`src/rtl/morse_pkg.sv`:
```
package morse_pkg;
  localparam int unsigned MAX_SYM    = 4;
  localparam int unsigned SYM_W      = $clog2(MAX_SYM);
  localparam int unsigned DASH_TICKS = 3;
  localparam int unsigned REM_W      = $clog2(DASH_TICKS);

  typedef enum logic [1:0] {
    ST_IDLE = 2'd0,
    ST_MARK = 2'd1,
    ST_GAP  = 2'd2
  } seq_state_e;

  // dash[i] = 1 means symbol i is a dash; len is the symbol count (1..MAX_SYM)
  typedef struct packed {
    logic [MAX_SYM-1:0] dash;
    logic [SYM_W:0]     len;
  } letter_t;
endpackage

```
`src/rtl/morse_sync_edge.sv`:
```
module morse_sync_edge #(
  parameter int unsigned STAGES = 2
) (
  input  logic clk_i,
  input  logic rst_ni,
  input  logic async_i,
  output logic rise_o
);
  logic [STAGES-1:0] sync_q;
  logic              prev_q;

  always_ff @(posedge clk_i or negedge rst_ni) begin
    if (!rst_ni) begin
      sync_q <= '0;
      prev_q <= 1'b0;
    end else begin
      sync_q <= {sync_q[STAGES-2:0], async_i};
      prev_q <= sync_q[STAGES-1];
    end
  end

  assign rise_o = sync_q[STAGES-1] & ~prev_q;
endmodule

```
`src/rtl/morse_tick_gen.sv`:
```
module morse_tick_gen #(
  parameter int unsigned DIV = 25_000_000
) (
  input  logic clk_i,
  input  logic rst_ni,
  input  logic restart_i,
  output logic tick_o
);
  localparam int unsigned CW = (DIV > 1) ? $clog2(DIV) : 1;
  localparam logic [CW-1:0] LAST = CW'(DIV - 1);

  logic [CW-1:0] cnt_q;

  assign tick_o = (cnt_q == LAST);

  always_ff @(posedge clk_i or negedge rst_ni) begin
    if (!rst_ni)                  cnt_q <= '0;
    else if (restart_i || tick_o) cnt_q <= '0;
    else                          cnt_q <= cnt_q + 1'b1;
  end
endmodule

```
`src/rtl/morse_pattern_rom.sv`:
```
module morse_pattern_rom
  import morse_pkg::*;
(
  input  logic [2:0] letter_i,
  output letter_t    entry_o
);
  // bit i of dash = symbol i, first symbol in bit 0
  always_comb begin
    unique case (letter_i)
      3'd0:    entry_o = '{dash: 4'b0010, len: 3'd2}; // A .-
      3'd1:    entry_o = '{dash: 4'b0001, len: 3'd4}; // B -...
      3'd2:    entry_o = '{dash: 4'b0101, len: 3'd4}; // C -.-.
      3'd3:    entry_o = '{dash: 4'b0001, len: 3'd3}; // D -..
      3'd4:    entry_o = '{dash: 4'b0000, len: 3'd1}; // E .
      3'd5:    entry_o = '{dash: 4'b0100, len: 3'd4}; // F ..-.
      3'd6:    entry_o = '{dash: 4'b0011, len: 3'd3}; // G --.
      default: entry_o = '{dash: 4'b0000, len: 3'd4}; // H ....
    endcase
  end
endmodule

```
`src/rtl/morse_seq_fsm.sv`:
```
module morse_seq_fsm
  import morse_pkg::*;
(
  input  logic       clk_i,
  input  logic       rst_ni,
  input  logic       press_i,
  input  logic       tick_i,
  input  letter_t    entry_i,
  output seq_state_e state_o,
  output letter_t    pat_o,
  output logic       restart_o
);
  localparam logic [REM_W-1:0] DASH_REM = REM_W'(DASH_TICKS - 1);

  seq_state_e       state_q, state_d;
  letter_t          pat_q, pat_d;
  logic [SYM_W-1:0] idx_q, idx_d;
  logic [REM_W-1:0] rem_q, rem_d;
  logic [SYM_W-1:0] idx_nxt;
  logic [SYM_W:0]   done_cnt;

  assign idx_nxt  = idx_q + 1'b1;
  assign done_cnt = {1'b0, idx_q} + 1'b1;

  always_comb begin
    state_d   = state_q;
    pat_d     = pat_q;
    idx_d     = idx_q;
    rem_d     = rem_q;
    restart_o = 1'b0;
    unique case (state_q)
      ST_IDLE: if (press_i) begin
        state_d   = ST_MARK;
        pat_d     = entry_i;
        idx_d     = '0;
        rem_d     = entry_i.dash[0] ? DASH_REM : '0;
        restart_o = 1'b1;
      end
      ST_MARK: if (tick_i) begin
        if (rem_q == '0) begin
          state_d   = ST_GAP;
          restart_o = 1'b1;
        end else begin
          rem_d = rem_q - 1'b1;
        end
      end
      ST_GAP: if (tick_i) begin
        restart_o = 1'b1;
        if (done_cnt == pat_q.len) begin
          state_d = ST_IDLE;
        end else begin
          state_d = ST_MARK;
          idx_d   = idx_nxt;
          rem_d   = pat_q.dash[idx_nxt] ? DASH_REM : '0;
        end
      end
      default: state_d = ST_IDLE;
    endcase
  end

  always_ff @(posedge clk_i or negedge rst_ni) begin
    if (!rst_ni) begin
      state_q <= ST_IDLE;
      pat_q   <= '0;
      idx_q   <= '0;
      rem_q   <= '0;
    end else begin
      state_q <= state_d;
      pat_q   <= pat_d;
      idx_q   <= idx_d;
      rem_q   <= rem_d;
    end
  end

  assign state_o = state_q;
  assign pat_o   = pat_q;
endmodule

```
`src/rtl/morse_letter_tx.sv`:
```
module morse_letter_tx
  import morse_pkg::*;
#(
  parameter int unsigned TICK_DIV    = 25_000_000,
  parameter int unsigned SYNC_STAGES = 2
) (
  input  logic       clk_i,
  input  logic       rst_ni,
  input  logic [2:0] letter_i,
  input  logic       start_i,
  output logic       led_o
);
  logic       press;
  logic       tick;
  logic       restart;
  letter_t    entry;
  letter_t    pat_q;
  seq_state_e seq_state;

  morse_sync_edge #(.STAGES(SYNC_STAGES)) u_sync (
    .clk_i  (clk_i),
    .rst_ni (rst_ni),
    .async_i(start_i),
    .rise_o (press)
  );

  morse_tick_gen #(.DIV(TICK_DIV)) u_tick (
    .clk_i    (clk_i),
    .rst_ni   (rst_ni),
    .restart_i(restart),
    .tick_o   (tick)
  );

  morse_pattern_rom u_rom (
    .letter_i(letter_i),
    .entry_o (entry)
  );

  morse_seq_fsm u_fsm (
    .clk_i    (clk_i),
    .rst_ni   (rst_ni),
    .press_i  (press),
    .tick_i   (tick),
    .entry_i  (entry),
    .state_o  (seq_state),
    .pat_o    (pat_q),
    .restart_o(restart)
  );

  assign led_o = (seq_state == ST_MARK);
endmodule

```
`config.mk`:
```
export PLATFORM = sky130hd
export DESIGN_NAME = morse_letter_tx
export DESIGN_NICKNAME = d
export VERILOG_FILES = /design/src/rtl/morse_pkg.sv /design/src/rtl/morse_sync_edge.sv /design/src/rtl/morse_tick_gen.sv /design/src/rtl/morse_pattern_rom.sv /design/src/rtl/morse_seq_fsm.sv /design/src/rtl/morse_letter_tx.sv
export SDC_FILE = /design/constraint.sdc
export NUM_CORES = 1
export LEC_CHECK = 0
export BUFFER_PORTS_ARGS = -buffer_cell sky130_fd_sc_hd__buf_2
export CORE_MARGIN = 2
export CORE_UTILIZATION = 55
export CTS_CLUSTER_SIZE = 28
export DETAILED_ROUTE_END_ITERATION = 8
export GPL_ROUTABILITY_DRIVEN = 1
export GPL_TIMING_DRIVEN = 0
export PLACE_DENSITY_LB_ADDON = 0.05
export SLEW_MARGIN = 20
export SYNTH_ARGS = -nofsm -noshare
export SYNTH_HDL_FRONTEND = slang
export SYNTH_SLANG_ARGS = --single-unit
```
`constraint.sdc`:
```
create_clock -name clk_i -period 3.6 [get_ports clk_i]
set_clock_uncertainty 0.1 [all_clocks]
set_input_delay 0.54 -clock clk_i [delete_from_list [all_inputs] [get_ports clk_i]]
set_output_delay 0.54 -clock clk_i [all_outputs]
set_load 0.01 [all_outputs]
```
==> After elaboration in Yosys (flattened, before gate mapping) <==
Cells that the tools add are included.
{ "op_classes": {"addsub": 4, "n_mul": 0, "n_div": 0, "order_cmp": 1, "n_eq_ne": 16, "n_shift": 0, "mux": 27, "n_bitwise": 2, "reduce_logical": 10} }
{ "ops": {"columns": ["operator", "n"], "rows": [
  ["one-hot mux 6 bit (7 select lines)", 1],
  ["two-way mux 2 bit", 14],
  ["adder 25 x 1 -> 25 bit, second input constant", 1],
  ["== test 25 bit, second input constant", 1],
  ["two-way mux 25 bit", 1],
  ["one-hot mux 2 bit (3 select lines)", 2],
  ["== test 3 bit, second input constant", 3],
  ["!= test 2 bit, second input constant", 4],
  ["AND reduction 4 bit", 2],
  ["== test 3 x 2 -> 1 bit, second input constant", 2],
  ["two-way mux 1 bit", 6],
  ["AND reduction 6 bit", 1],
  ["zero test 2 bit", 2],
  ["!= test 2 x 1 -> 1 bit, second input constant", 2],
  ["one-hot mux 2 bit (2 select lines)", 1],
  ["adder 2 x 1 -> 3 bit, second input constant", 1],
  ["== test 3 x 1 -> 1 bit, second input constant", 1],
  ["== test 3 bit", 1],
  ["zero test 3 bit", 1],
  ["< comparator 2 x 3 -> 1 bit, second input constant", 1],
  ["one-hot mux 1 bit (3 select lines)", 1],
  ["nonzero test 3 bit", 1],
  ["adder 2 x 1 -> 2 bit, second input constant", 1],
  ["binary-select mux 1 bit (select 2 bit)", 1],
  ["8 further kinds", 8]
]} }
{ "word_totals": {"reg_bits": 41, "latchBits": 0, "ramBits": 0, "rom_bits": 0, "input_bits": 6, "out_inout_bits": 1, "elab_cells": 68, "n_memories": 0} }

==> Longest topological paths before layout <==
Gate-level depths: netlist (run 1).
{ "logic_depth": {"word_depth": 7, "mapped_depth": 7, "mapped_depth_nobuf": 7} }

==> Cells and area by module <==
A second synthesis (run 1) with hierarchy kept.
{ "hier_totals": {"cells_unflattened": 232, "hier_area_um2": 2293.4} }
{ "by_module_without_submodules": {"columns": ["module", "instances", "cells_per_inst", "area_per_inst_um2", "seq_area_each_um2"], "rows": [
  ["morse_tick_gen", 1, 141, 1327.5, 625.6],
  ["morse_seq_fsm", 1, 71, 777.0, 325.3],
  ["morse_sync_edge", 1, 4, 88.8, 75.1],
  ["morse_pattern_rom", 1, 15, 86.3, 0.0],
  ["morse_letter_tx", 1, 1, 13.8, 0.0]
]} }

==> Least setup slack after synthesis (run 1) <==
No wires, ideal clock.
{ "synth_timing": {"path_type": "flip-flop to flip-flop", "from": "register u_tick.cnt_q[10]", "to": "register u_fsm.state_q[0], in the netlist u_fsm.state_o[0]", "arrival_ps": 1970, "slack_ps": 1405, "stages_incl_launch_ff": 6, "synth_period_minus_slack_ps": 2195, "path_cell_list": "dfrtp_1 -> or4_4 -> nor4_4 -> nand2_1 -> a21oi_1 -> mux2_2"} }
{ "synth_between": {"elab_chain_cells": 3} }
{ "synth_lines": {"columns": ["item", "line_no", "source"], "rows": [
  ["start, declared", "morse_tick_gen.sv:12", "logic [CW-1:0] cnt_q;"],
  ["start signal, assigned", "morse_tick_gen.sv:19", "else cnt_q <= cnt_q + 1'b1;"],
  ["== test 25 bit (*)", "morse_tick_gen.sv:14", "assign tick_o = (cnt_q == LAST);"],
  ["!= test 2 bit (no line) / != test 2 x 1 -> 1 bit (equally long branches)", null, null],
  ["AND reduction 4 bit (no line) (*)", null, null],
  ["end signal, assigned", "morse_seq_fsm.sv:68", "state_q <= state_d;"],
  ["end, declared", "morse_seq_fsm.sv:15", "seq_state_e state_q, state_d;"]
]} }
Every way passes the cells marked *; elsewhere a longest branch is shown, timed or not.
A chain may end at the register's enable or synchronous reset.

==> Worst setup path after layout (run 1) <==
{ "layout_timing": {"from": "register u_tick.cnt_q[0]", "to": "register u_tick.cnt_q[18]"} }
{ "layout_between": {"elab_chain_cells": 5} }
{ "layout_lines": {"columns": ["item", "line_no", "source"], "rows": [
  ["branches (longest 4 deep; another with adder 25 x 1 -> 25 bit)", null, null],
  ["two-way mux 25 bit (*)", "morse_tick_gen.sv:18", "else if (restart_i || tick_o) cnt_q <= '0;"]
]} }
Mark *: on every way between the ends.

==> results of run 1 <==
[logic make-up after synthesis]
logic type	after synthesis
AND/OR/NAND/NOR	106
flip-flops	40
XOR/XNOR	28
AO/OA/AOI/OAI	27
buffers and inverters	15
adder cells (fa/ha/maj)	7
multiplexers	4
[final timing paths]
kind	startpoint	endpoint	slack, ps
worst max-delay path	u_tick.cnt_q[0]$_DFF_PN0_	u_tick.cnt_q[18]$_DFF_PN0_	1030
worst min-delay path	rst_ni	u_fsm.rem_q[1]$_DFFE_PN0P_	240
worst max register to register	u_tick.cnt_q[0]$_DFF_PN0_	u_tick.cnt_q[18]$_DFF_PN0_	1030
worst min register to register	u_sync.sync_q[0]$_DFF_PN0_	u_sync.sync_q[1]$_DFF_PN0_	260
max in group asynchronous	rst_ni	u_tick.cnt_q[10]$_DFF_PN0_	2600
min in group clk_i	start_i	u_sync.sync_q[0]$_DFF_PN0_	250
[per-layer routing]
metal	wire, um	up-vias	GRT usage (%)
met5	0	-	0
li1	-	800	-
met4	58	0	8.418
met3	180	6	5.743
met2	1752	38	33.75
met1	1992	748	29.81
[worst max-delay path: stages (launching register included)]
cell and delay, ps:
dfrtp_1 410, ha_1 240, nand2_1 120, nor4_2 670
nand2_1 300, o21ai_2 240, buf_2 290, nor2_1 80
[per-stage QoR]
step | instances | hold WS, ps | utilization, %
global placement | 280 | 246.1 | 60.54
global route | 288 | 243.7 | 63.64
detailed placement | 280 | 243.3 | 60.54
floorplan | 227 | 144.4 | -
finish | 288 | 240.9 | 63.64
CTS | 288 | 243.6 | 63.64
[final cells by class]
type	count	area, um^2	area share [%]
buffer	5	25.02	1.058
clock buffer	5	68.82	2.910
clock inverter	3	46.29	1.958
inverter	10	37.54	1.587
multi-input combinational	172	1101	46.56
sequential	40	1001	42.33
tap	48	60.06	2.540
timing repair buffer	5	25.02	1.058
[power by group]
| part | switching (mW) | internal, mW |
|---|---|---|
| Combinational | 0.206 | 0.147 |
| Sequential | 0.0588 | 0.525 |
| Clock | 0.166 | 0.209 |
[cell usage in the layout (no fill, tap or decap), types with 2 or more instances in the layout]
master and n:
nand2_1 22, o21ai_0 10, clkbuf_8 5, nand3b_1 2, a21oi_1 4, xnor2_1 12, nor2_1 35, nor2b_1 2
dfrtp_1 40, a311o_1 2, xor2_1 16, nand4_1 5, inv_1 10, nor4_2 2, buf_2 7, mux2_2 2
nand3_1 19, mux2i_1 2, o221ai_1 2, clkbuf_1 2, and3_1 3, nand2b_1 2, nor3_1 4, and2_1 2
ha_1 7
[registers in the layout, summed over array words and instances (netlist names)]
signal         count
u_fsm.state_o      2
u_fsm.idx_q        2
u_sync.prev_q      1
u_tick.cnt_q      25
u_sync.sync_q      2
u_fsm.pat_o        6
u_fsm.rem_q        2
==> metrics.txt, run 1 <==
status finished, final reports clean; top-area cell type share of the netlist area 46.24%; Critical Path Source Type flip-flop; DRC 0; unrepaired setup endpoints after global routing no; top cells by count, synth dfrtp_1 (40), nor2_1 (35), nand2_1 (22); yosys warns 0; Rows 22; P_leak 1.049 nW; Compound-Gate Fraction of Synth Area 8.439%; final hold violations 0; adder and majority gate portion of the synthesized area 4.046%; Mapped Nets 240; Least-Margin Pin Slew 864.3 ps; XOR/XNOR share of the synthesized area 11.33%; final setup violation count 0; setup TNS 0 ps; minimum clock period 2566 ps; clk_lat worst skew 300 ps; post-synthesis sequential area ratio 46.24%; total track usage 21.99%; ys async rst share 100.0%; Rel. slew slack 42.38%; synthesized area per cell 9.536 um^2; core area 0.003716 mm^2; layout cell share with drive strength beyond 1 12.08%; Post-synth EDFFs 0; HP Class primary input to async pin; PwrDens 554.7 mW/mm^2; CTS sink cnt 40; ant diodes 0; total routed wirelength 3983 um; hold buffer count at cts 0; Placed Area 0.002250 mm^2; DR vias/cell 5.528; post-route cell area 0.002365 mm^2; postcts setup bufs 0; Die Wd 66.74 um; CTS tree built; dpl hpwl 2903 um; # IOs 7; antenna violations before repair 0; fillers 307; Worst EP required 3690 ps; clock-pin slew on the worst setup and hold paths 90 ps; Starting Density 58.25%; CTS Buf Count 5; max-slew violations 0; Synth Instances 227; Synth cell types 42; Final ANT Viol Nets 0; critical path arrival 2660 ps; number of global-route vias before repair 1,598; PostCTS Resize Cnt 0; area leader, netlist dfrtp_1; DR iter-0 viols 125; prevailing post-synth register cell dfrtp_1; maximum number of pins on one net before global-route repair 41; WS Path Type flip-flop to flip-flop; Fmax 389.7 MHz; element type at the critical path end flip-flop; routed len/inst 13.83 um; iteration count of the initial detailed-routing pass 4; Final Power 1.312 mW; pre-CTS setup slack 1060 ps; main combinational cell family by area after synthesis simple AND/OR/NAND/NOR gates; clk buf depth 2; Synth area leaders dfrtp_1 (46%), xor2_1 (6.5%), nor2_1 (6.1%); Chip Height 66.74 um; post-synthesis simple-gate area fraction 25.09%; Max-Cap Viols 0; mux share of post-synthesis cell area 1.965%; Peak VDD IR 0.3125 mV; synthesized cell area 0.002165 mm^2; Final WS setup 1034 ps; most common cell in the netlist dfrtp_1; via count 1,592; CP max FO 10; first-pass GRT wire length 7300 um; Worst Reg2Reg Path Length in Cells 7; Yosys reg bits 40; H-tree depth 2; Die ar. 0.004454 mm^2; IO buf count 5; total gr overflow 0; crit share post-route 71.29%; fin nets 252; clock root cell clkbuf_8; gpl congestion 0.8109; area grow syn2layout 9.249%
Note: power is estimated with default switching activity, not from simulation.
==> inputs of run 2 (changes only) <==
clock period = 2.4 ns   (was 3.6 ns; I/O delays follow)
==> run 2 against run 1 <==
  * Worst setup slack worse by 910 ps
  * Sequential share of layout area down 0.88 points
  * Combinational power up 54%
  * Die area unchanged
  * Wire length up 0.45%
  * Critical endpoint is now u_fsm.rem_q[1]$_DFFE_PN0P_
==> metrics.txt, run 2 (synthesized netlist as in run 1, its figures left out) <==
Max-Cap Viols 0 (unchanged); PwrDens 821.0 mW/mm^2 (was 554.7 mW/mm^2); clock-pin slew on the worst setup and hold paths 90 ps (about the same); commonest non-fill, non-tap cell in the layout dfrtp_1 (unchanged); setup TNS 0 ps (unchanged); via count 1,635 (was 1,592); iteration count of the initial detailed-routing pass 4 (unchanged); most frequent cells in the layout dfrtp_1 (40), nor2_1 (35), nand2_1 (21), nand3_1 (18), xor2_1 (16) (was dfrtp_1 (40), nor2_1 (35), nand2_1 (22), nand3_1 (19), xor2_1 (16)); HP Class primary input to async pin (unchanged); Rel. slew slack 41.97% (was 42.38%); reg2reg end u_fsm.rem_q[1]$_DFFE_PN0P_ (was u_tick.cnt_q[18]$_DFF_PN0_); non-filler cells, final 291 (was 288); crit share post-route 94.94% (was 71.29%); clk buf depth 2 (unchanged); routed len/inst 13.75 um (was 13.83 um); fillers 304 (was 307); CP max FO 5 (was 10); hold buffer count at cts 0 (unchanged); # IOs 7 (unchanged); gpl congestion 0.8109 (unchanged); first-pass GRT wire length 7327 um (was 7300 um); final hold violations 0 (unchanged); fin util 64.98% (was 63.64%); layout cell share with drive strength beyond 1 14.40% (was 12.08%); Die ar. 0.004454 mm^2 (unchanged); post-route cell area 0.002415 mm^2 (was 0.002365 mm^2); DRC 0 (unchanged); Peak VDD IR 0.4733 mV (was 0.3125 mV); critical-path cell list or4b_4 -> nor4_4 -> buf_4 -> a21oi_2 -> or4_1 -> nand3_1 (was ha_1 -> nand2_1 -> nor4_2 -> nand2_1 -> o21ai_2 -> buf_2 -> nor2_1); Reg2Reg Setup Slack 120 ps (was 1030 ps); critical path arrival 2420 ps (was 2660 ps); Largest Register u_tick.cnt_q (unchanged); number of global-route vias before repair 1,606 (was 1,598); H-tree depth 2 (unchanged); dpl hpwl 2903 um (unchanged); CP max stage cell or4b_4 (was nor4_2); smallest hold slack 61.04 ps (was 240.9 ps); clk_lat worst skew 300 ps (about the same); total track usage 22.06% (was 21.99%); minimum clock period 2279 ps (was 2566 ps); fin nets 255 (was 252); element type at the critical path end flip-flop (unchanged); Starting Density 58.25% (unchanged); total gr overflow 0 (unchanged); Fmax 438.9 MHz (was 389.7 MHz); CP Launch Point u_tick.cnt_q[17]$_DFF_PN0_ (was u_tick.cnt_q[0]$_DFF_PN0_); worst r2r src u_tick.cnt_q[17]$_DFF_PN0_ (was u_tick.cnt_q[0]$_DFF_PN0_); critical path's top delay family simple AND/OR/NAND/NOR gates (unchanged); Least-Margin Pin Slew 870.4 ps (was 864.3 ps); P_leak 1.085 nW (was 1.049 nW); Chip Height 66.74 um (unchanged); area grow syn2layout 11.56% (was 9.249%); max-slew violations 0 (unchanged); Critical Path Source Type flip-flop (unchanged); Die Wd 66.74 um (unchanged); clock root cell clkbuf_8 (unchanged); Rows 22 (unchanged); unrepaired setup endpoints after global routing no (unchanged); core area 0.003716 mm^2 (unchanged); DR iter-0 viols 99 (was 125); largest stage delay on the critical path 570 ps (was 670 ps); maximum number of pins on one net before global-route repair 41 (unchanged); ant diodes 0 (unchanged); status finished, final reports clean (unchanged); Placed Area 0.002250 mm^2 (unchanged); DR vias/cell 5.619 (was 5.528); CTS sink cnt 40 (unchanged); Worst Reg2Reg Path Length in Cells 6 (was 7); final setup violation count 0 (unchanged); Cells after DPL 280 (unchanged); IO buf count 5 (unchanged); Final ANT Viol Nets 0 (unchanged); Worst EP required 2540 ps (was 3690 ps); WS Path Type flip-flop to flip-flop (unchanged); antenna violations before repair 0 (unchanged); CTS tree built (unchanged); total routed wirelength 4001 um (was 3983 um); Buf/Inv on CP 1 (unchanged); CTS Buf Count 5 (unchanged); Largest register FFs 25 (unchanged)
==> run 2: routing by layer <==
metal | wire length [um] | part of all wire, % | GRT usage, %
met1 | 2011 | 50 | 29.92
met2 | 1760 | 44 | 33.88
met3 | 157 | 3.9 | 5.743
met4 | 72 | 1.8 | 8.418
met5 | 0 | 0 | 0
==> run 2: final cells by class <==
type	instances	area, um^2	share of cell area (%)
Clock buffer	5	68.82	2.850
Timing Repair Buffer	8	47.55	1.969
Inverter	10	37.54	1.554
Sequential cell	40	1001	41.45
Multi-Input combinational cell	172	1124	46.53
Buffer	5	30.03	1.244
Tap cell	48	60.06	2.487
Clock inverter	3	46.29	1.917
==> run 2: repair_timing <==
action | CTS | global route
endpoints found under the setup margin | 24 | 24
buffers inserted | 0 | 3
resized for setup | 1 | 7
pin swaps | 0 | 2
==> run 2: worst max-delay path by stage <==
stage / endpoint / slack [ps] / cells past startpoint
after CTS: u_tick.cnt_q[18]$_DFF_PN0_ / -20 / 6
after detailed placement: u_tick.cnt_q[18]$_DFF_PN0_ / -140 / 7
after global placement: u_tick.cnt_q[18]$_DFF_PN0_ / -110 / 7
final: u_fsm.rem_q[1]$_DFFE_PN0P_ / 120 / 6
after global routing: u_fsm.rem_q[1]$_DFFE_PN0P_ / 40 / 6
after floorplan: u_fsm.state_o[0]$_DFFE_PN0P_ / 200 / 5
==> run 2: metrics by stage <==
stage	worst slack (ps)	power, mW
after floorplan	204.9	1.278
after global placement	-110.8	1.387
after detailed placement	-140.3	1.422
after CTS	-21.79	1.991
after global routing	44.05	2.126
final	121.3	1.982
==> run 2: worst reg2reg max path, stage by stage (launching register included) <==
cell	delay, ps
dfrtp_1	440
or4b_4	570
nor4_4	270
buf_4	170
a21oi_2	80
or4_1	500
nand3_1	80
==> run 2: report_power, final <==
| part | internal, mW | total (mW) | leakage [nW] | switching [mW] |
|---|---|---|---|---|
| combinational | 0.229 | 0.542 | 0.499 | 0.314 |
| sequential | 0.788 | 0.877 | 0.531 | 0.0885 |
| clock | 0.313 | 0.564 | 0.0548 | 0.250 |
